[config.mk]
export PLATFORM = sky130hd
export DESIGN_NAME = edge_irq_ctrl
export DESIGN_NICKNAME = d
export VERILOG_FILES = /design/src/rtl/irqc_pkg.sv /design/src/rtl/irqc_bus_ctrl.sv /design/src/rtl/irqc_datapath.sv /design/src/rtl/edge_irq_ctrl.sv
export SDC_FILE = /design/constraint.sdc
export NUM_CORES = 1
export LEC_CHECK = 0
export BUFFER_PORTS_ARGS = -buffer_cell sky130_fd_sc_hd__buf_2
export CAP_MARGIN = 20
export CORE_MARGIN = 2
export CORE_UTILIZATION = 55
export CTS_BUF_LIST = sky130_fd_sc_hd__clkbuf_4
export CTS_CLUSTER_DIAMETER = 60
export DETAILED_ROUTE_END_ITERATION = 6
export PLACE_DENSITY = 0.76
export SETUP_SLACK_MARGIN = 0.5
export SLEW_MARGIN = 30
export SYNTH_ARGS = -nofsm -noshare
export SYNTH_HDL_FRONTEND = slang
export SYNTH_SLANG_ARGS = --single-unit
export TNS_END_PERCENT = 50
[constraint.sdc]
create_clock -name clk -period 2.9 [get_ports clk]
set_input_delay 0.145 -clock clk [delete_from_list [all_inputs] [get_ports clk]]
set_output_delay 0.145 -clock clk [all_outputs]
set_load 0.02 [all_outputs]
[src/rtl/irqc_pkg.sv]
package irqc_pkg;

  localparam int BANK_W = 32;

  typedef enum logic [2:0] {
    SEL_MASK   = 3'd0,
    SEL_EVMASK = 3'd1,
    SEL_RISE   = 3'd2,
    SEL_FALL   = 3'd3,
    SEL_SWTRIG = 3'd4,
    SEL_PEND   = 3'd5,
    SEL_NONE   = 3'd7
  } regSel_e;

  // strobes from the bus decoder to the register datapath
  typedef struct packed {
    logic    wrMask;
    logic    wrEvMask;
    logic    wrRise;
    logic    wrFall;
    logic    wrSwTrig;
    logic    wrPend;
    logic    rdLoad;
    regSel_e rdSel;
    logic [2:0] bank;
  } irqcStrobe_t;

endpackage

[src/rtl/irqc_bus_ctrl.sv]
module irqc_bus_ctrl
  import irqc_pkg::*;
#(
  parameter int NUM_BANKS = 2
) (
  input  logic        clk,
  input  logic        rstN,
  input  logic        wrEn,
  input  logic        rdEn,
  input  logic [7:0]  addr,
  output irqcStrobe_t strb
);

  logic [2:0] bankIdx;
  logic [2:0] regIdx;
  logic       aligned;
  logic       known;

  assign bankIdx = addr[7:5];
  assign regIdx  = addr[4:2];
  assign aligned = (addr[1:0] == 2'b00);
  assign known   = aligned && (int'(bankIdx) < NUM_BANKS) && (regIdx <= 3'd5);

  always_comb begin
    strb          = '0;
    strb.bank     = bankIdx;
    strb.rdLoad   = rdEn;
    strb.rdSel    = known ? regSel_e'(regIdx) : SEL_NONE;
    strb.wrMask   = wrEn && known && (regIdx == 3'd0);
    strb.wrEvMask = wrEn && known && (regIdx == 3'd1);
    strb.wrRise   = wrEn && known && (regIdx == 3'd2);
    strb.wrFall   = wrEn && known && (regIdx == 3'd3);
    strb.wrSwTrig = wrEn && known && (regIdx == 3'd4);
    strb.wrPend   = wrEn && known && (regIdx == 3'd5);
  end

  // at most one register is written per access, never on an unaligned offset
  assert_one_write_R2: assert property (@(posedge clk) disable iff (!rstN)
    $onehot0({strb.wrMask, strb.wrEvMask, strb.wrRise, strb.wrFall,
              strb.wrSwTrig, strb.wrPend}));

  assert_unaligned_quiet_R2: assert property (@(posedge clk) disable iff (!rstN)
    (addr[1:0] != 2'b00) |-> (strb.rdSel == SEL_NONE &&
      $countones({strb.wrMask, strb.wrEvMask, strb.wrRise, strb.wrFall,
                  strb.wrSwTrig, strb.wrPend}) == 0));

endmodule

[src/rtl/irqc_datapath.sv]
module irqc_datapath
  import irqc_pkg::*;
#(
  parameter int          NUM_LINES   = 40,
  parameter int          NUM_EXT     = 16,
  parameter logic [63:0] DIRECT_MASK = 64'h00000087_FF820000
) (
  input  logic                 clk,
  input  logic                 rstN,
  input  irqcStrobe_t          strb,
  input  logic [31:0]          wrData,
  input  logic [NUM_EXT-1:0]   extIn,
  output logic [31:0]          rdData,
  output logic [NUM_LINES-1:0] irqOut
);

  localparam int NUM_BANKS = (NUM_LINES + BANK_W - 1) / BANK_W;
  localparam int PAD_W     = NUM_BANKS * BANK_W;
  localparam logic [NUM_LINES-1:0] DIRECT = DIRECT_MASK[NUM_LINES-1:0];
  localparam logic [NUM_LINES-1:0] CFG    = ~DIRECT;

  logic [NUM_LINES-1:0] maskReg, evMaskReg, riseReg, fallReg, swReg, pendReg;
  logic [NUM_EXT-1:0]   inPrev;

  // spread the written word over all banks, then keep the addressed bank
  logic [PAD_W-1:0]     wrSpread, hitPad;
  logic [NUM_LINES-1:0] hitLines, wrLines;

  assign wrSpread = {NUM_BANKS{wrData}};

  for (genvar b = 0; b < NUM_BANKS; b++) begin : g_bankHit
    assign hitPad[b*BANK_W +: BANK_W] = {BANK_W{(strb.bank == 3'(b))}};
  end

  assign hitLines = hitPad[NUM_LINES-1:0];
  assign wrLines  = wrSpread[NUM_LINES-1:0] & hitLines;

  // edge detection on the external inputs
  logic [NUM_EXT-1:0]   riseExt, fallExt;
  logic [NUM_LINES-1:0] riseLines, fallLines;

  assign riseExt   = extIn & ~inPrev;
  assign fallExt   = ~extIn & inPrev;
  assign riseLines = NUM_LINES'(riseExt);
  assign fallLines = NUM_LINES'(fallExt);

  logic [NUM_LINES-1:0] hwFire, swFire, fire, pendClr;

  assign hwFire  = maskReg & ((riseLines & riseReg) | (fallLines & fallReg));
  assign swFire  = strb.wrSwTrig ? (wrLines & CFG & ~swReg & maskReg & ~pendReg) : '0;
  assign fire    = hwFire | swFire;
  assign pendClr = strb.wrPend ? (wrLines & CFG & pendReg) : '0;

  always_ff @(posedge clk) begin
    if (!rstN) begin
      maskReg   <= DIRECT;
      evMaskReg <= '0;
      riseReg   <= '0;
      fallReg   <= '0;
      swReg     <= '0;
      pendReg   <= '0;
      irqOut    <= '0;
      inPrev    <= extIn;
    end else begin
      inPrev <= extIn;
      irqOut <= fire;
      if (strb.wrMask)   maskReg   <= (maskReg & ~hitLines) | wrLines;
      if (strb.wrEvMask) evMaskReg <= (evMaskReg & ~hitLines) | wrLines;
      if (strb.wrRise)   riseReg   <= (riseReg & ~hitLines) | (wrLines & CFG);
      if (strb.wrFall)   fallReg   <= (fallReg & ~hitLines) | (wrLines & CFG);
      if (strb.wrSwTrig)    swReg <= (swReg & ~hitLines) | (wrLines & CFG);
      else if (strb.wrPend) swReg <= swReg & ~pendClr;
      // a new event wins over a clear in the same cycle
      pendReg <= (pendReg & ~pendClr) | fire;
    end
  end

  // registered read-back
  logic [NUM_LINES-1:0] selLines;
  logic [PAD_W-1:0]     selPad;
  logic [31:0]          rdWord;

  always_comb begin
    unique case (strb.rdSel)
      SEL_MASK:   selLines = maskReg;
      SEL_EVMASK: selLines = evMaskReg;
      SEL_RISE:   selLines = riseReg;
      SEL_FALL:   selLines = fallReg;
      SEL_SWTRIG: selLines = swReg;
      SEL_PEND:   selLines = pendReg;
      default:    selLines = '0;
    endcase
  end

  assign selPad = PAD_W'(selLines);
  assign rdWord = (int'(strb.bank) < NUM_BANKS) ? selPad[int'(strb.bank)*BANK_W +: BANK_W] : 32'h0;

  always_ff @(posedge clk) begin
    if (!rstN)            rdData <= '0;
    else if (strb.rdLoad) rdData <= rdWord;
  end

  // reset state of masks, pending flags and outputs
  assert_reset_state_R1: assert property (@(posedge clk)
    !rstN |=> (maskReg == DIRECT && pendReg == '0 && irqOut == '0));

  // direct lines never hold trigger, software or pending bits
  assert_direct_locked_R3: assert property (@(posedge clk) disable iff (!rstN)
    ((riseReg | fallReg | swReg | pendReg) & DIRECT) == '0);

  // a pending bit only rises on a line that was unmasked
  assert_mask_gate_R4: assert property (@(posedge clk) disable iff (!rstN)
    (pendReg & ~$past(pendReg) & ~$past(maskReg)) == '0);

  // every pulse leaves its pending flag set
  assert_pulse_pend_R5: assert property (@(posedge clk) disable iff (!rstN)
    (irqOut & ~pendReg) == '0);

  // a line already pending is never pulsed by software
  assert_sw_pend_block_R7: assert property (@(posedge clk) disable iff (!rstN)
    (irqOut & $past(pendReg) & ~$past(hwFire)) == '0);

endmodule

[src/rtl/edge_irq_ctrl.sv]
module edge_irq_ctrl
  import irqc_pkg::*;
#(
  parameter int          NUM_LINES   = 40,
  parameter int          NUM_EXT     = 16,
  parameter logic [63:0] DIRECT_MASK = 64'h00000087_FF820000
) (
  input  logic                 clk,
  input  logic                 rstN,
  input  logic                 wrEn,
  input  logic                 rdEn,
  input  logic [7:0]           addr,
  input  logic [31:0]          wrData,
  output logic [31:0]          rdData,
  input  logic [NUM_EXT-1:0]   extIn,
  output logic [NUM_LINES-1:0] irqOut
);

  localparam int NUM_BANKS = (NUM_LINES + BANK_W - 1) / BANK_W;

  irqcStrobe_t strb;

  irqc_bus_ctrl #(
    .NUM_BANKS(NUM_BANKS)
  ) ctrl_i (
    .clk  (clk),
    .rstN (rstN),
    .wrEn (wrEn),
    .rdEn (rdEn),
    .addr (addr),
    .strb (strb)
  );

  irqc_datapath #(
    .NUM_LINES  (NUM_LINES),
    .NUM_EXT    (NUM_EXT),
    .DIRECT_MASK(DIRECT_MASK)
  ) dp_i (
    .clk    (clk),
    .rstN   (rstN),
    .strb   (strb),
    .wrData (wrData),
    .extIn  (extIn),
    .rdData (rdData),
    .irqOut (irqOut)
  );

endmodule

==> metrics, run 1 <==
outcome finished clean; DPL Wire Length 23.5 mm; Starting Density 56.2%; Pleak 0.00628 uW; FP Rows 55; Max-cap violations 0; Arr. time, crit path 2.75 ns; Period minus WS final 2.20 ns; DR iter-0 viols 1004; Final Net Count 1669; initial antenna violation count 1; setup bufs post-CTS 0; insertion delay to the later sink of the worst-skew pair 0.71 ns; synthesized cell area 0.0128 mm^2; H-tree Lvls 3; Min-Delay Path Class in2reg; Reg2Reg Setup Slack 1.38 ns; number of global-route vias before repair 11086; Port Buffers 117; Core Box Area 0.0228 mm^2; top cells by area, synth dfxtp_1, nand2_1, a21boi_0, mux2i_1, and3_1; via count 11585; TNS Setup 0 ns; Worst Path Class, Setup in2reg; post-detailed-route count of antenna-violating nets 0; clock skew 0.0523 ns; design area 0.0153 mm^2; routed vias/inst 5.86; first-pass GRT wire length 59.2 mm; total number of yosys warnings 0; VDD IR max 0.299 mV; fmax 455 MHz; Clock Tree Buf Depth 3; Internal 6450 uW; post-synthesis mux area share 7.24%; DP Worst Slack 0.342 ns; total power 8440 uW; Tcrit/Tclk final 75.8%; RR Startpoint dp_i.pendReg[7]$_SDFF_PN0_; die area 0.0245 mm^2; Post-Synth Simple-Gate Area 20.6%; CP startpoint addr[6]; post-synth top area cell dfxtp_1; root buffer cell clkbuf_4; Async SR Flop Fraction 0%; part of the power in registers 49.1%; sw frac 23.5%; RSZ-0062 raised after global routing false; Final Setup Violations 0; layout cells sized above 1 21.4%; Final Hold Vio Count 0; boundary pin count 132; largest net degree at the start of global routing 112; post-route setup slack 0.701 ns; hold_sp addr[2]; commonest non-fill, non-tap cell in the layout nand2_1; Worst Tran Pin Value 0.703 ns; Comb pwr share 5.4%; Placer Congestion 0.884; Area Overhead vs Synth 19.3%; CTS Buf Count 78; EDFF count, synth 0; die width 157 um; Synth Area in Adders 0%; final wirelength 37.7 mm; commonest cells after routing, fill and taps aside nand2_1, dfxtp_1, buf_2; CTS clk-pin slew, worst paths 0.07 ns; worst-path maximum fanout 22; wire per inst 19.1 um; XOR/XNOR Fraction of Synth Area 0%; slew margin rel. 53.2%; P per Cell Area 553 mW/mm^2; DR pass1 iterations 7; Yosys top cell area share 46.9%; mean area per synthesized cell 8.95 um^2; Placed Instance Area 0.0137 mm^2; GRT Total Usage 30.8%; clock network fraction of total power 45.6%; total gr overflow 0; sequential share of the synthesized area 46.9%; synth unique cells 62; CTS tree done; Die Span Y 157 um; Most used DFF post-synth dfxtp_1; P_sw 1980 uW; compound-gate portion of the synthesized area 19.9%; Worst setup SP type input port; critical path endpoint category flop; Finished Core Util 67.0%; Worst EP required 3.45 ns; final max-slew violation count 0; clock sinks 300; Mapped Cells 1430; drt drc 0; Synth Register Bits 300; largest family of logic cells by synthesized area simple AND/OR/NAND/NOR gates
-- routing by layer --
layer  track usage [%]  vias up  share of wire [%]
met1              39.8     5455                 42
met2              49.5      562                 46
met4              15.6        0                3.9
met3              5.73      122                8.1
met5                 0        -                  0
li1                  -     5446                  -
-- critical path: stages --
cell           delay (ns)
dlygate4sd3_1        0.55
buf_2                0.16
or4_4                0.64
or4_1                0.72
buf_4                0.32
nand2_1              0.10
a21boi_0             0.08
-- cell usage after synthesis, types with 11 or more instances --
master,n
mux2_2,13
a21oi_1,29
clkbuf_1,85
and3_1,80
a22o_1,29
mux2i_1,60
nand3_1,31
a21boi_1,25
o21ai_0,63
a21boi_0,83
nor2b_1,15
dfxtp_1,300
buf_2,25
a41o_1,13
a22oi_1,15
a31o_2,18
buf_4,16
nand2_1,324
nand3b_1,16
nor2_1,37
o22ai_1,11
-- kinds of logic after synthesis --
group / count (synthesis)
other cells: 1
flops: 300
mux: 81
simple gates: 554
compound gates: 348
buf+inv: 146
-- final cells by class --
type,count,area [um^2]
Antenna cell,1,2.50
Tap cell,313,392
Clock inverter,19,180
Inverter,6,22.5
Multi-Input combinational cell,997,6200
Fill cell,1858,7510
Timing Repair Buffer,226,1610
Clock buffer,114,856
Sequential cell,300,6010
-- final timing paths --
path                                                     end  cells past startpoint
worst min register to register  dp_i.rdData[15]$_SDFFE_PN0P_                      2
worst min-delay path             dp_i.rdData[3]$_SDFFE_PN0P_                      3
worst max register to register   dp_i.rdData[7]$_SDFFE_PN0P_                      5
worst max-delay path                                    flop                      7
-- power by group through the flow --
stage                     clock network (uW)  logic (uW)  registers, uW
after floorplan                            0         247           4230
after global placement                     0         382           4230
after detailed placement                   0         384           4230
after CTS                               3900         440           4140
after global routing                    4140         476           4140
final                                   3840         453           4140
-- what timing repair did --
action / 4_1_cts / 5_1_grt
endpoints found under the setup margin: 0 / 76
resized for setup: 0 / 2
hold buffers: 53 / 0
endpoints found under the hold margin: 235 / 0
-- metrics by stage --
stage | hold WS (ns) | std cells
CTS | 0.0249 | 1975
global placement | 0.271 | 1789
global route | 0.0771 | 1976
floorplan | 0.173 | 1443
finish | 0.0618 | 1976
detailed placement | 0.275 | 1789
Note: power is estimated with default switching activity, not from simulation.
==> inputs of run 2 (changes only) <==
- ABC_AREA: not set -> 1
- PLACE_DENSITY: 0.76 -> 0.79
- clock period: 2.9 -> 1.9 ns (I/O delays scaled with it)
==> run 2 against run 1 <==
  * Die area up 1.6%
  * Via count up 17%
  * Synthesized cell count up 28%
  * Clock skew decreased by 0.0053 ns
  * Largest power group unchanged
  * Utilization rose by 1.2 points
  * Final cell count increased by 24%
  * Sequential power up 53%
  * Critical path type unchanged
  * Design area grew 4.2%
==> metrics, run 2 <==
outcome finished clean; Min-Delay Path Class in2reg; Tcrit/Tclk final 74.0%; Worst EP required 2.49 ns; DR pass1 iterations 6; final max-slew violation count 0; EDFF count, synth 0; Starting Density 55.8%; total number of yosys warnings 0; total power 12700 uW; Yosys top cell area share 46.1%; Post-synth top cells nand2_1, dfxtp_1, nand3_1, inv_1, a21oi_1; total gr overflow 0; Async SR Flop Fraction 0%; sw frac 24.7%; P_sw 3150 uW; largest family of logic cells by synthesized area simple AND/OR/NAND/NOR gates; boundary pin count 132; Internal 9590 uW; TNS Setup 0 ns; post-synth top area cell dfxtp_1; Synth Area in Adders 0%; Post-Synth Simple-Gate Area 28.3%; Worst Path Class, Setup in2reg; die width 158 um; die area 0.0249 mm^2; via count 13588; commonest cells after routing, fill and taps aside nand2_1, dfxtp_1, nand3_1; design area 0.0159 mm^2; RSZ-0062 raised after global routing true; clock sinks 300; slew margin rel. 65.9%; drt drc 0; cell family with most CP delay buffers and inverters; Slowest cell on crit path dlygate4sd3_1; wire per inst 17.2 um; Most used DFF post-synth dfxtp_1; part of the power in registers 49.7%; synthesized cell area 0.0130 mm^2; top cells by area, synth dfxtp_1, nand2_1, nand3_1, a21oi_1, inv_1; Arr. time, crit path 2.00 ns; final wirelength 42.0 mm; Clock Tree Buf Depth 3; root buffer cell clkbuf_4; Die Span Y 158 um; post-detailed-route count of antenna-violating nets 0; insertion delay to the later sink of the worst-skew pair 0.71 ns; first-pass GRT wire length 64.8 mm; H-tree Lvls 3; Final Setup Violations 0; Worst setup SP type input port; critical path endpoint category flop; P per Cell Area 801 mW/mm^2; sequence of cells on the critical path dlygate4sd3_1 -> buf_4 -> clkinv_2 -> or4_1 -> nor2_1; commonest non-fill, non-tap cell in the layout nand2_1; Max-cap violations 0; Comb pwr share 5.3%; Period minus WS final 1.41 ns; number of global-route vias before repair 12729; DPL Wire Length 26.8 mm; compound-gate portion of the synthesized area 14.9%; Buf/Inv on CP 3; Placed Instance Area 0.0141 mm^2; routed vias/inst 5.56; sequential share of the synthesized area 46.1%; mean area per synthesized cell 7.12 um^2; Worst Tran Pin Value 0.511 ns; CTS Buf Count 79; initial antenna violation count 1; WHS 0.0380 ns; Final Net Count 2126; fmax 711 MHz; layout cells sized above 1 17.9%; clock skew 0.0470 ns; CTS tree done; Placer Congestion 0.956; post-synthesis mux area share 0%; Synth Register Bits 300; CTS clk-pin slew, worst paths 0.07 ns; Core Box Area 0.0233 mm^2; XOR/XNOR Fraction of Synth Area 0%; worst-path maximum fanout 18; Area Overhead vs Synth 22.2%; largest net degree at the start of global routing 83; GRT Total Usage 33.2%; most frequent cell after synthesis nand2_1; DR iter-0 viols 1522; VDD IR max 0.530 mV; clock network fraction of total power 45.0%; Port Buffers 117; synth unique cells 34; max incr delay on CP 0.52 ns; Final Hold Vio Count 0; Pleak 0.00706 uW; FP Rows 56; Mapped Cells 1829
==> run 2: what timing repair did <==
action / 4_1_cts / 5_1_grt
resized for setup: 1 / 7
pin swaps: 0 / 1
endpoints found under the setup margin: 1 / 27
gates cloned: 0 / 2
hold buffers: 67 / 0
buffers inserted: 0 / 1
endpoints found under the hold margin: 228 / 0
==> run 2: path summary, 6_finish.rpt <==
check	from	end	slack [ns]	cells past startpoint
hold reg to reg	flop	flop	0.45	2
setup reg to reg	flop	dp_i.irqOut[38]$_SDFF_PN0_	0.72	2
setup / recovery	rstN	dp_i.irqOut[38]$_SDFF_PN0_	0.49	5
hold / removal	extIn[14]	dp_i.inPrev[14]$_DFF_P_	0.04	2
==> run 2: per-stage QoR <==
| stage | setup WS [ns] | utilization (%) | cells |
|---|---|---|---|
| 5_1_grt | 0.427 | 68.2 | 2442 |
| 3_3_place_gp | 0.117 | 60.6 | 2234 |
| 2_1_floorplan | 0.512 | - | 1842 |
| 6_report | 0.494 | 68.2 | 2442 |
| 3_5_place_dp | 0.0757 | 60.6 | 2234 |
| 4_1_cts | 0.508 | 67.8 | 2438 |
==> run 2: power groups by stage <==
stage	registers [uW]	clock network (uW)	logic [uW]
2_1_floorplan	6470	0	303
3_3_place_gp	6470	0	542
3_5_place_dp	6470	0	546
4_1_cts	6320	5810	637
5_1_grt	6320	6150	717
6_report	6330	5740	677
==> run 2: area by class of cell <==
type | instances | area [um^2]
clock inverters | 15 | 101
clock buffers | 122 | 916
multi-input cells | 1206 | 5690
flip-flops and latches | 300 | 6010
fillers | 1950 | 7420
diodes | 1 | 2.50
repair buffers | 260 | 1970
well taps | 319 | 399
inverters | 219 | 827
==> run 2: routing by layer <==
metal	track usage [%]	wire length (um)	up-vias	share of wire, %
met1	43.4	16800	6166	40
met5	0	0	-	0
met4	15.8	1540	0	3.7
met3	6.54	4830	127	11
met2	52.7	18800	809	45
li1	-	-	6486	-
==> run 2: cell families after synthesis <==
kind of cell / Yosys count
AOI/OAI and AO/OA: 360
DFF: 300
and+or+nand+nor: 832
buffers and inverters: 336
other: 1
==> run 2: worst register-to-register path, cell delays in order (launching register included) <==
cell     delay [ns]
dfxtp_1        0.34
or4_1          0.55
nor2_1         0.18
